File: config.mk
export PLATFORM = sky130hd
export DESIGN_NAME = bxm_high_unit
export DESIGN_NICKNAME = d
export VERILOG_FILES = /design/src/rtl/bxm_pkg.sv /design/src/rtl/bxm_decode.sv /design/src/rtl/bxm_hishift.sv /design/src/rtl/bxm_himask.sv /design/src/rtl/bxm_high_unit.sv
export SDC_FILE = /design/constraint.sdc
export NUM_CORES = 1
export LEC_CHECK = 0
export BUFFER_PORTS_ARGS = -buffer_cell sky130_fd_sc_hd__buf_2
export CAP_MARGIN = 15
export CORE_MARGIN = 4
export CORE_UTILIZATION = 51
export CTS_CLUSTER_DIAMETER = 150
export DETAILED_ROUTE_END_ITERATION = 16
export PLACE_DENSITY_LB_ADDON = 0.15
export RECOVER_POWER = 25
export SKIP_LAST_GASP = 1
export SLEW_MARGIN = 25
export SYNTH_ARGS = -nofsm -noshare
export SYNTH_HDL_FRONTEND = slang
export SYNTH_SLANG_ARGS = --single-unit
File: constraint.sdc
create_clock -name clk -period 3.7 [get_ports clk]
set_clock_uncertainty 0.1 [all_clocks]
set_input_delay 0.37 -clock clk [delete_from_list [all_inputs] [get_ports clk]]
set_output_delay 0.37 -clock clk [all_outputs]
set_load 0.02 [all_outputs]
File: src/rtl/bxm_pkg.sv
package bxm_pkg;

    typedef enum logic [1:0] {
        OPK_NONE = 2'd0,
        OPK_INS  = 2'd1,
        OPK_EXT  = 2'd2,
        OPK_MSK  = 2'd3
    } op_kind_e;

    typedef enum logic [1:0] {
        WD_WORD = 2'd0,
        WD_LONG = 2'd1,
        WD_QUAD = 2'd2
    } op_width_e;

    typedef struct packed {
        op_kind_e  kind;
        op_width_e width;
    } op_sel_t;

    typedef enum logic {
        OS_EMPTY = 1'b0,
        OS_FULL  = 1'b1
    } out_state_e;

    localparam int FUNC_W = 7;

    localparam logic [FUNC_W-1:0] FN_INS_W = 7'h57;
    localparam logic [FUNC_W-1:0] FN_INS_L = 7'h67;
    localparam logic [FUNC_W-1:0] FN_INS_Q = 7'h77;
    localparam logic [FUNC_W-1:0] FN_EXT_W = 7'h5A;
    localparam logic [FUNC_W-1:0] FN_EXT_L = 7'h6A;
    localparam logic [FUNC_W-1:0] FN_EXT_Q = 7'h7A;
    localparam logic [FUNC_W-1:0] FN_MSK_W = 7'h52;
    localparam logic [FUNC_W-1:0] FN_MSK_L = 7'h62;
    localparam logic [FUNC_W-1:0] FN_MSK_Q = 7'h72;

endpackage

File: src/rtl/bxm_decode.sv
module bxm_decode
    import bxm_pkg::*;
(
    input  logic [FUNC_W-1:0] func,
    output op_sel_t           sel
);

    always_comb begin
        sel = '{kind: OPK_NONE, width: WD_QUAD};
        unique case (func)
            FN_INS_W: sel = '{kind: OPK_INS, width: WD_WORD};
            FN_INS_L: sel = '{kind: OPK_INS, width: WD_LONG};
            FN_INS_Q: sel = '{kind: OPK_INS, width: WD_QUAD};
            FN_EXT_W: sel = '{kind: OPK_EXT, width: WD_WORD};
            FN_EXT_L: sel = '{kind: OPK_EXT, width: WD_LONG};
            FN_EXT_Q: sel = '{kind: OPK_EXT, width: WD_QUAD};
            FN_MSK_W: sel = '{kind: OPK_MSK, width: WD_WORD};
            FN_MSK_L: sel = '{kind: OPK_MSK, width: WD_LONG};
            FN_MSK_Q: sel = '{kind: OPK_MSK, width: WD_QUAD};
            default:  sel = '{kind: OPK_NONE, width: WD_QUAD};
        endcase
    end

endmodule

File: src/rtl/bxm_hishift.sv
module bxm_hishift
    import bxm_pkg::*;
#(
    parameter int DATA_W = 64,
    localparam int NBYTES = DATA_W / 8,
    localparam int OFS_W  = $clog2(NBYTES),
    localparam int SH_W   = OFS_W + 3
) (
    input  op_width_e         width,
    input  logic [DATA_W-1:0] data_in,
    input  logic [OFS_W-1:0]  lane,
    output logic [DATA_W-1:0] ins_out,
    output logic [DATA_W-1:0] ext_out
);

    localparam logic [DATA_W-1:0] FMASK_W = {{(DATA_W-16){1'b0}}, {16{1'b1}}};
    localparam logic [DATA_W-1:0] FMASK_L = {{(DATA_W-32){1'b0}}, {32{1'b1}}};
    localparam logic [DATA_W-1:0] FMASK_Q = {DATA_W{1'b1}};

    logic [DATA_W-1:0] fmask;
    logic [SH_W-1:0]   shamt;

    always_comb begin
        unique case (width)
            WD_WORD: fmask = FMASK_W;
            WD_LONG: fmask = FMASK_L;
            WD_QUAD: fmask = FMASK_Q;
            default: fmask = FMASK_Q;
        endcase
    end

    // complemented byte shift, wraps to zero for lane 0
    assign shamt   = SH_W'(0) - {lane, 3'b000};
    assign ins_out = (data_in & fmask) >> shamt;
    assign ext_out = (data_in << shamt) & fmask;

endmodule

File: src/rtl/bxm_himask.sv
module bxm_himask
    import bxm_pkg::*;
#(
    parameter int DATA_W = 64,
    localparam int NBYTES = DATA_W / 8,
    localparam int OFS_W  = $clog2(NBYTES),
    localparam int AMT_W  = OFS_W + 1
) (
    input  op_width_e         width,
    input  logic [DATA_W-1:0] data_in,
    input  logic [OFS_W-1:0]  lane,
    output logic [DATA_W-1:0] data_out
);

    localparam logic [NBYTES-1:0] LMASK_W = NBYTES'(2'b11);
    localparam logic [NBYTES-1:0] LMASK_L = NBYTES'(4'hF);
    localparam logic [NBYTES-1:0] LMASK_Q = {NBYTES{1'b1}};

    logic [NBYTES-1:0] lmask;
    logic [NBYTES-1:0] kill;
    logic [AMT_W-1:0]  amt;

    always_comb begin
        unique case (width)
            WD_WORD: lmask = LMASK_W;
            WD_LONG: lmask = LMASK_L;
            WD_QUAD: lmask = LMASK_Q;
            default: lmask = LMASK_Q;
        endcase
    end

    assign amt  = AMT_W'(NBYTES) - AMT_W'(lane);
    assign kill = lmask >> amt;

    for (genvar k = 0; k < NBYTES; k++) begin : g_lane
        assign data_out[8*k +: 8] = kill[k] ? 8'h00 : data_in[8*k +: 8];
    end

endmodule

File: src/rtl/bxm_high_unit.sv
module bxm_high_unit
    import bxm_pkg::*;
#(
    parameter int DATA_W = 64,
    localparam int NBYTES = DATA_W / 8,
    localparam int OFS_W  = $clog2(NBYTES)
) (
    input  logic              clk,
    input  logic              rst,
    input  logic              in_valid,
    input  logic [FUNC_W-1:0] func,
    input  logic [DATA_W-1:0] src_a,
    input  logic [DATA_W-1:0] src_b,
    input  logic [DATA_W-1:0] dst_old,
    output logic              out_valid,
    output logic [DATA_W-1:0] result
);

    op_sel_t           sel;
    logic [OFS_W-1:0]  lane;
    logic [DATA_W-1:0] ins_val;
    logic [DATA_W-1:0] ext_val;
    logic [DATA_W-1:0] msk_val;
    logic [DATA_W-1:0] nxt_val;
    logic [DATA_W-1:0] res_q;
    logic              unused_b_hi;
    out_state_e        st_q;
    out_state_e        st_d;

    assign lane        = src_b[OFS_W-1:0];
    assign unused_b_hi = ^src_b[DATA_W-1:OFS_W];

    bxm_decode u_decode (
        .func (func),
        .sel  (sel)
    );

    bxm_hishift #(.DATA_W(DATA_W)) u_shift (
        .width   (sel.width),
        .data_in (src_a),
        .lane    (lane),
        .ins_out (ins_val),
        .ext_out (ext_val)
    );

    bxm_himask #(.DATA_W(DATA_W)) u_mask (
        .width    (sel.width),
        .data_in  (src_a),
        .lane     (lane),
        .data_out (msk_val)
    );

    always_comb begin
        unique case (sel.kind)
            OPK_INS:  nxt_val = ins_val;
            OPK_EXT:  nxt_val = ext_val;
            OPK_MSK:  nxt_val = msk_val;
            OPK_NONE: nxt_val = dst_old;
            default:  nxt_val = dst_old;
        endcase
    end

    // output sequencer: next-state logic
    always_comb begin
        unique case (st_q)
            OS_EMPTY: st_d = in_valid ? OS_FULL : OS_EMPTY;
            OS_FULL:  st_d = in_valid ? OS_FULL : OS_EMPTY;
            default:  st_d = OS_EMPTY;
        endcase
    end

    // state register
    always_ff @(posedge clk) begin
        if (rst) st_q <= OS_EMPTY;
        else     st_q <= st_d;
    end

    // result register
    always_ff @(posedge clk) begin
        if (rst)           res_q <= '0;
        else if (in_valid) res_q <= nxt_val;
    end

    assign out_valid = (st_q == OS_FULL);
    assign result    = res_q;

    assert_load_valid_R7: assert property (@(posedge clk) disable iff (rst)
        in_valid |=> out_valid);

    assert_idle_valid_R7: assert property (@(posedge clk) disable iff (rst)
        !in_valid |=> !out_valid);

    assert_hold_result_R8: assert property (@(posedge clk) disable iff (rst)
        !in_valid |=> $stable(result));

    assert_reset_clear_R9: assert property (@(posedge clk)
        rst |=> (result == '0 && !out_valid));

    assert_unknown_passes_old_R6: assert property (@(posedge clk) disable iff (rst)
        (in_valid && sel.kind == OPK_NONE) |=> result == $past(dst_old));

    assert_mask_lane0_identity_R4: assert property (@(posedge clk) disable iff (rst)
        (in_valid && sel.kind == OPK_MSK && lane == '0) |=> result == $past(src_a));

    assert_ext_word_zero_ext_R2: assert property (@(posedge clk) disable iff (rst)
        (in_valid && sel.kind == OPK_EXT && sel.width == WD_WORD)
            |=> result[DATA_W-1:16] == '0);

endmodule

; ---- Yosys cells after proc, flatten, opt, wreduce, memory -nomap -nowiden
; Cells that the tools add are included.
[totals]
reg_bits = 65
out_inout_bits = 65
wordCells = 37
[classes]
shift = 3
add_sub_neg = 2
muxes = 13
eq_ne = 13
reduce_logical = 2
n_bitwise = 2
[op_table]
columns = cell, n
row1 = 64-bit one-hot mux with 4 select lines, 1
row2 = 64-bit AND, 2
row3 = 64-bit one-hot mux with 2 select lines, 1
row4 = 8-bit 2-to-1 mux, 8
row5 = 64-bit by 6-bit left shift with 64-bit output, 1
row6 = 64-bit by 6-bit >> shifter with 64-bit output, 1
row7 = 7-bit equality test (second input constant), 9
row8 = 4-bit one-hot mux with 9 select lines, 1
row9 = 8-bit one-hot mux with 2 select lines, 1
row10 = 8-bit by 4-bit >> shifter with 8-bit output, 1
row11 = 1-bit by 6-bit subtractor with 6-bit output (first input constant), 1
row12 = 2-bit by 1-bit equality test with 1-bit output (second input constant), 2
row13 = 2-bit equality test (second input constant), 2
row14 = 2-bit logical NOT, 2
row15 = 4-bit by 3-bit subtractor with 4-bit output (first input constant), 1
row16 = 1-bit 2-to-1 mux, 1

; ---- Longest topological paths before layout
[depth]
word_depth = 7
depth_mapped = 13
depth_no_buf = 8

; ---- Hierarchy
; From an unflattened synthesis, not the netlist that was laid out.
[hier_totals]
cells_unflattened = 1013
hier_area_um2 = 8793.4
[modules_own_cells]
columns = module, area_per_inst_um2, n_inst, cells_per_inst, seq_area_each_um2
row1 = bxm_high_unit, 4349.2, 1, 366, 1301.2
row2 = bxm_hishift, 3663.5, 1, 538, 0.0
row3 = bxm_himask, 689.4, 1, 98, 0.0
row4 = bxm_decode, 91.3, 1, 11, 0.0

; ---- Least setup slack after synthesis
; OpenSTA, ideal clock, no wires.
[synth_path]
kind = input port to flip-flop
from = in src_b[0]
to = reg res_q[0] (netlist: result[0])
path_stages = 12
setup_slack_ns = 0.646
required_ns = 3.468
setup_ns = 0.132
t_arrival_ns = 2.822
cell_sequence = buf_2 > inv_2 > buf_1 > ha_1 > clkbuf_1 > buf_2 > buf_2 > buf_1 > buf_1 > o221ai_1 > a221oi_1 > nor3_1
[synth_via]
elab_chain_len = 4
word_cells_on_any_way = 8
[synth_rtl]
columns = element, line_no
row1 = start: declaration, bxm_high_unit.sv:13  ; input logic [DATA_W-1:0] src_b,
row2 = 1-bit by 6-bit subtractor with 6-bit output / 4-bit by 3-bit subtractor with 4-bit output (equally long branches), "bxm_hishift.sv:33, bxm_himask.sv:32"
row3 = 64-bit by 6-bit left shift with 64-bit output / 8-bit by 4-bit >> shifter with 8-bit output (equally long branches), "bxm_hishift.sv:35, bxm_himask.sv:33"
row4 = 64-bit AND / 8-bit 2-to-1 mux (equally long branches), "bxm_hishift.sv:35, bxm_himask.sv:36"
row5 = 64-bit one-hot mux with 4 select lines *, bxm_high_unit.sv:54  ; unique case (sel.kind)
row6 = end signal: assignment, bxm_high_unit.sv:81  ; else if (in_valid) res_q <= nxt_val;
row7 = end: declaration, bxm_high_unit.sv:25  ; logic [DATA_W-1:0] res_q;
; Mark *: on every way between the ends. The rest lies on a longest branch, timed or not.
; A chain may end at the register's enable or synchronous reset.

; ---- Worst setup path after layout
[layout_path]
from = in src_b[0]
to = reg res_q[26] (netlist: result[26])
; The elaborated chain is that of the path after synthesis.

==> summary.txt <==
Status
  – Status: completed

Routing
  – Via/cell ratio: 7.09
  – Pre-antenna DRT Iters: 6
  – Antenna violation net count after detailed routing: 0
  – Initial drt markers: 1,709
  – Residual DRC: 0
  – Drt total wl: 34,300 um
  – Vias: 9,306
  – DR WL/cell: 26.1 um

Timing
  – Fmax: 342 MHz
  – Worst-margin pin slew: 1.09 ns
  – Slew HR: 26.8%
  – Final Hold Violating Endpoints: 0
  – Slew Viols, Final: 0
  – Crit path time final: 2.92 ns
  – RSZ-0062 raised after global routing: no
  – Tcrit/Tclk final: 79.0%
  – Final setup vio count: 0
  – Sum Neg Setup Slack: 0 ns

Setup path
  – Setup crit end kind: flop
  – Levels on crit path: 10
  – Critical path's slowest cell: a2111oi_0
  – CP max FO: 42
  – Reg2reg setup slack: 2.46 ns
  – Worst Setup Start Kind: input pin
  – Critical path cell sequence: buf_4, inv_2, ha_4, buf_12, nor2_1, a2111oi_0, a21oi_1, o2bb2ai_1, nand2_1, a211oi_1
  – Required time worst endpoint: 3.87 ns
  – Worst r2r src: result[8]
  – Worst path max stage delay: 0.74 ns
  – Crit. Startpoint: src_b[0]
  – FF-to-FF path depth: 3
  – CP arrival: 3.09 ns
  – Delay-heaviest family, CP: compound AO/OA/AOI/OAI gates
  – R2R Path End: result[8]
  – Critical Path End: result[26]
  – Setup CP Type: input pin to flop
  – CP bufs+invs: 3

Worst hold path
  – Hold Crit Class: input pin to flop

Floorplan
  – Die boundary height: 126 um
  – Die ar.: 0.0158 sq mm
  – Site Rows: 42
  – I/O pins: 267
  – Core footprint: 0.0134 sq mm
  – Die Span X: 126 um
  – Initial Util: 52.8%

Placed design
  – Number of port buffers: 205
  – DP Cell Count: 1,297
  – GP Congestion: 1.04
  – Dpl hpwl: 24,800 um

Clock network
  – CTS Buffer Depth: 2
  – Post-CTS Hold Fix Bufs: 0
  – Post-cts sizing count: 0
  – Root Driver: clkbuf_16
  – CTS tree: done
  – Inserted Clock Buffers: 9
  – Clock Latency Late Sink: 0.35 ns
  – Htree depth: 3
  – CTS Sinks: 65
  – Clock slew at reported path FFs: 0.06 ns
  – Post-CTS setup buffer count: 0

Job
  – Max_cap viols: 0

Synthesis
  – Post-synth net total: 1,165
  – Dominant cell type by area after synthesis: dfxtp_1
  – Cell variety after synth: 70
  – Area contributors post-synth: dfxtp_1 18%, mux2i_1 13%, a21oi_1 6.4%
  – Top_reg_cell synth: dfxtp_1
  – Syn Area/Cell: 7.35 sq um
  – Number of flops mapped to enable cells by yosys: 0
  – Async SR Flop Fraction: 0%
  – Synth top area share: 18.4%
  – Mapped Area: 0.00707 sq mm
  – Cell with the most instances after synthesis: nand2_1
  – Post-synthesis register bit count: 65
  – Synth Warn #: 0
  – Post-synthesis cell count: 962
  – Most frequent cells after synthesis: 109 x nand2_1, 93 x nor2_1, 91 x a21oi_1
  – Sequential area share after synthesis: 18.4%

Global routing
  – Vias in the first global route: 8,562
  – GRT overflow: 0
  – First-pass GRT wire length: 51,300 um
  – Pin count of the biggest net entering global routing: 130
  – Initial antenna violation count: 1
  – Gr usage total: 41.3%

Power and ir drop
  – Worst vdd ir: 0.367 mV
  – P_leak: 3.59 nW
  – Pwr/cell area: 318 mW/mm^2

Layout
  – Final nets: 1,335
  – Final Non-Filler Cells: 1,313
  – Fraction of layout cells with a size suffix above 1: 26.1%
  – Area Overhead vs Synth: 21.9%
  – Fill cells: 1,258
through the flow:
stage	area (sq um)	hold slack (ns)	utilization (%)	setup slack, ns	total power, mW
global route	8620	0.243	64.3	0.668	2.83
floorplan	7070	0.408	-	0.646	1.45
finish	8620	0.225	64.3	0.778	2.74
global placement	8370	0.355	62.5	0.540	1.84
CTS	8660	0.217	64.6	0.888	2.70
detailed placement	8370	0.339	62.5	0.529	1.85
state kept, by name, summed over array words and instances (netlist names):
name       cells
out_valid      1
result        64
worst min-delay path by stage:
stage,slack [ns],depth (start not counted),to,start
after floorplan,0.41,2,result[11],src_a[11]
after global placement,0.36,2,result[4],result[4]
after detailed placement,0.34,2,result[4],result[4]
after CTS,0.22,3,result[3],dst_old[3]
after global routing,0.24,3,result[19],src_a[19]
final,0.22,3,result[3],dst_old[3]
placed cells by master, fill, tap and decap left out, types with 5 or more instances in the layout:
cell / count
clkbuf_16: 9
nand3b_1: 8
clkbuf_1: 33
nor2_1: 93
a31oi_1: 7
dfxtp_1: 65
o211ai_1: 5
a31o_2: 7
mux4_2: 14
mux2_2: 17
inv_1: 6
o21ai_0: 85
a221o_1: 15
buf_2: 172
a21oi_1: 91
nor3_1: 32
a221oi_1: 41
and3_1: 5
mux2i_1: 89
nand2b_1: 10
o22ai_1: 11
nor2b_1: 8
o221ai_1: 10
buf_4: 42
nand2_1: 109
nand3_1: 26
a211oi_1: 31
a311oi_1: 6
power breakdown:
group / switching (mW) / internal, mW
Sequential: 0.0273 / 0.751
Clock: 0.345 / 0.518
Combinational: 0.695 / 0.401
metal layers:
layer	share of wire (%)	vias to the layer above	GRT usage, %
met2	40	859	56.8
li1	-	4043	-
met1	41	4286	61.0
met5	0	-	0
met3	15	118	12.3
met4	3.9	0	14.6
cell type report:
cell class,count,area (sq um),area share (%)
multi-input cells,799,5420,62.9
flip-flops and latches,65,1300,15.1
clock inverters,5,57.6,0.668
repair buffers,249,1360,15.7
well taps,176,220,2.55
clock buffers,10,229,2.66
diodes,1,2.50,0.0290
inverters,8,30.0,0.348
tightest hold or removal path, stage by stage:
cell and delay [ns]:
buf_2 0.08, a221oi_1 0.06, o21ai_0 0.13
logic make-up (layout without fill, tap and decap cells):
group	after synthesis	count (layout)	share of synthesized area, %
flops	65	65	18.4
compound gates	358	358	34.6
fa+ha+maj	1	1	0.177
other cells	0	1	0
mux	120	120	19.8
xor+xnor	4	4	0.496
simple gates	316	316	20.7
buf+inv	98	272	5.77
Note: power is estimated with default switching activity, not from simulation.
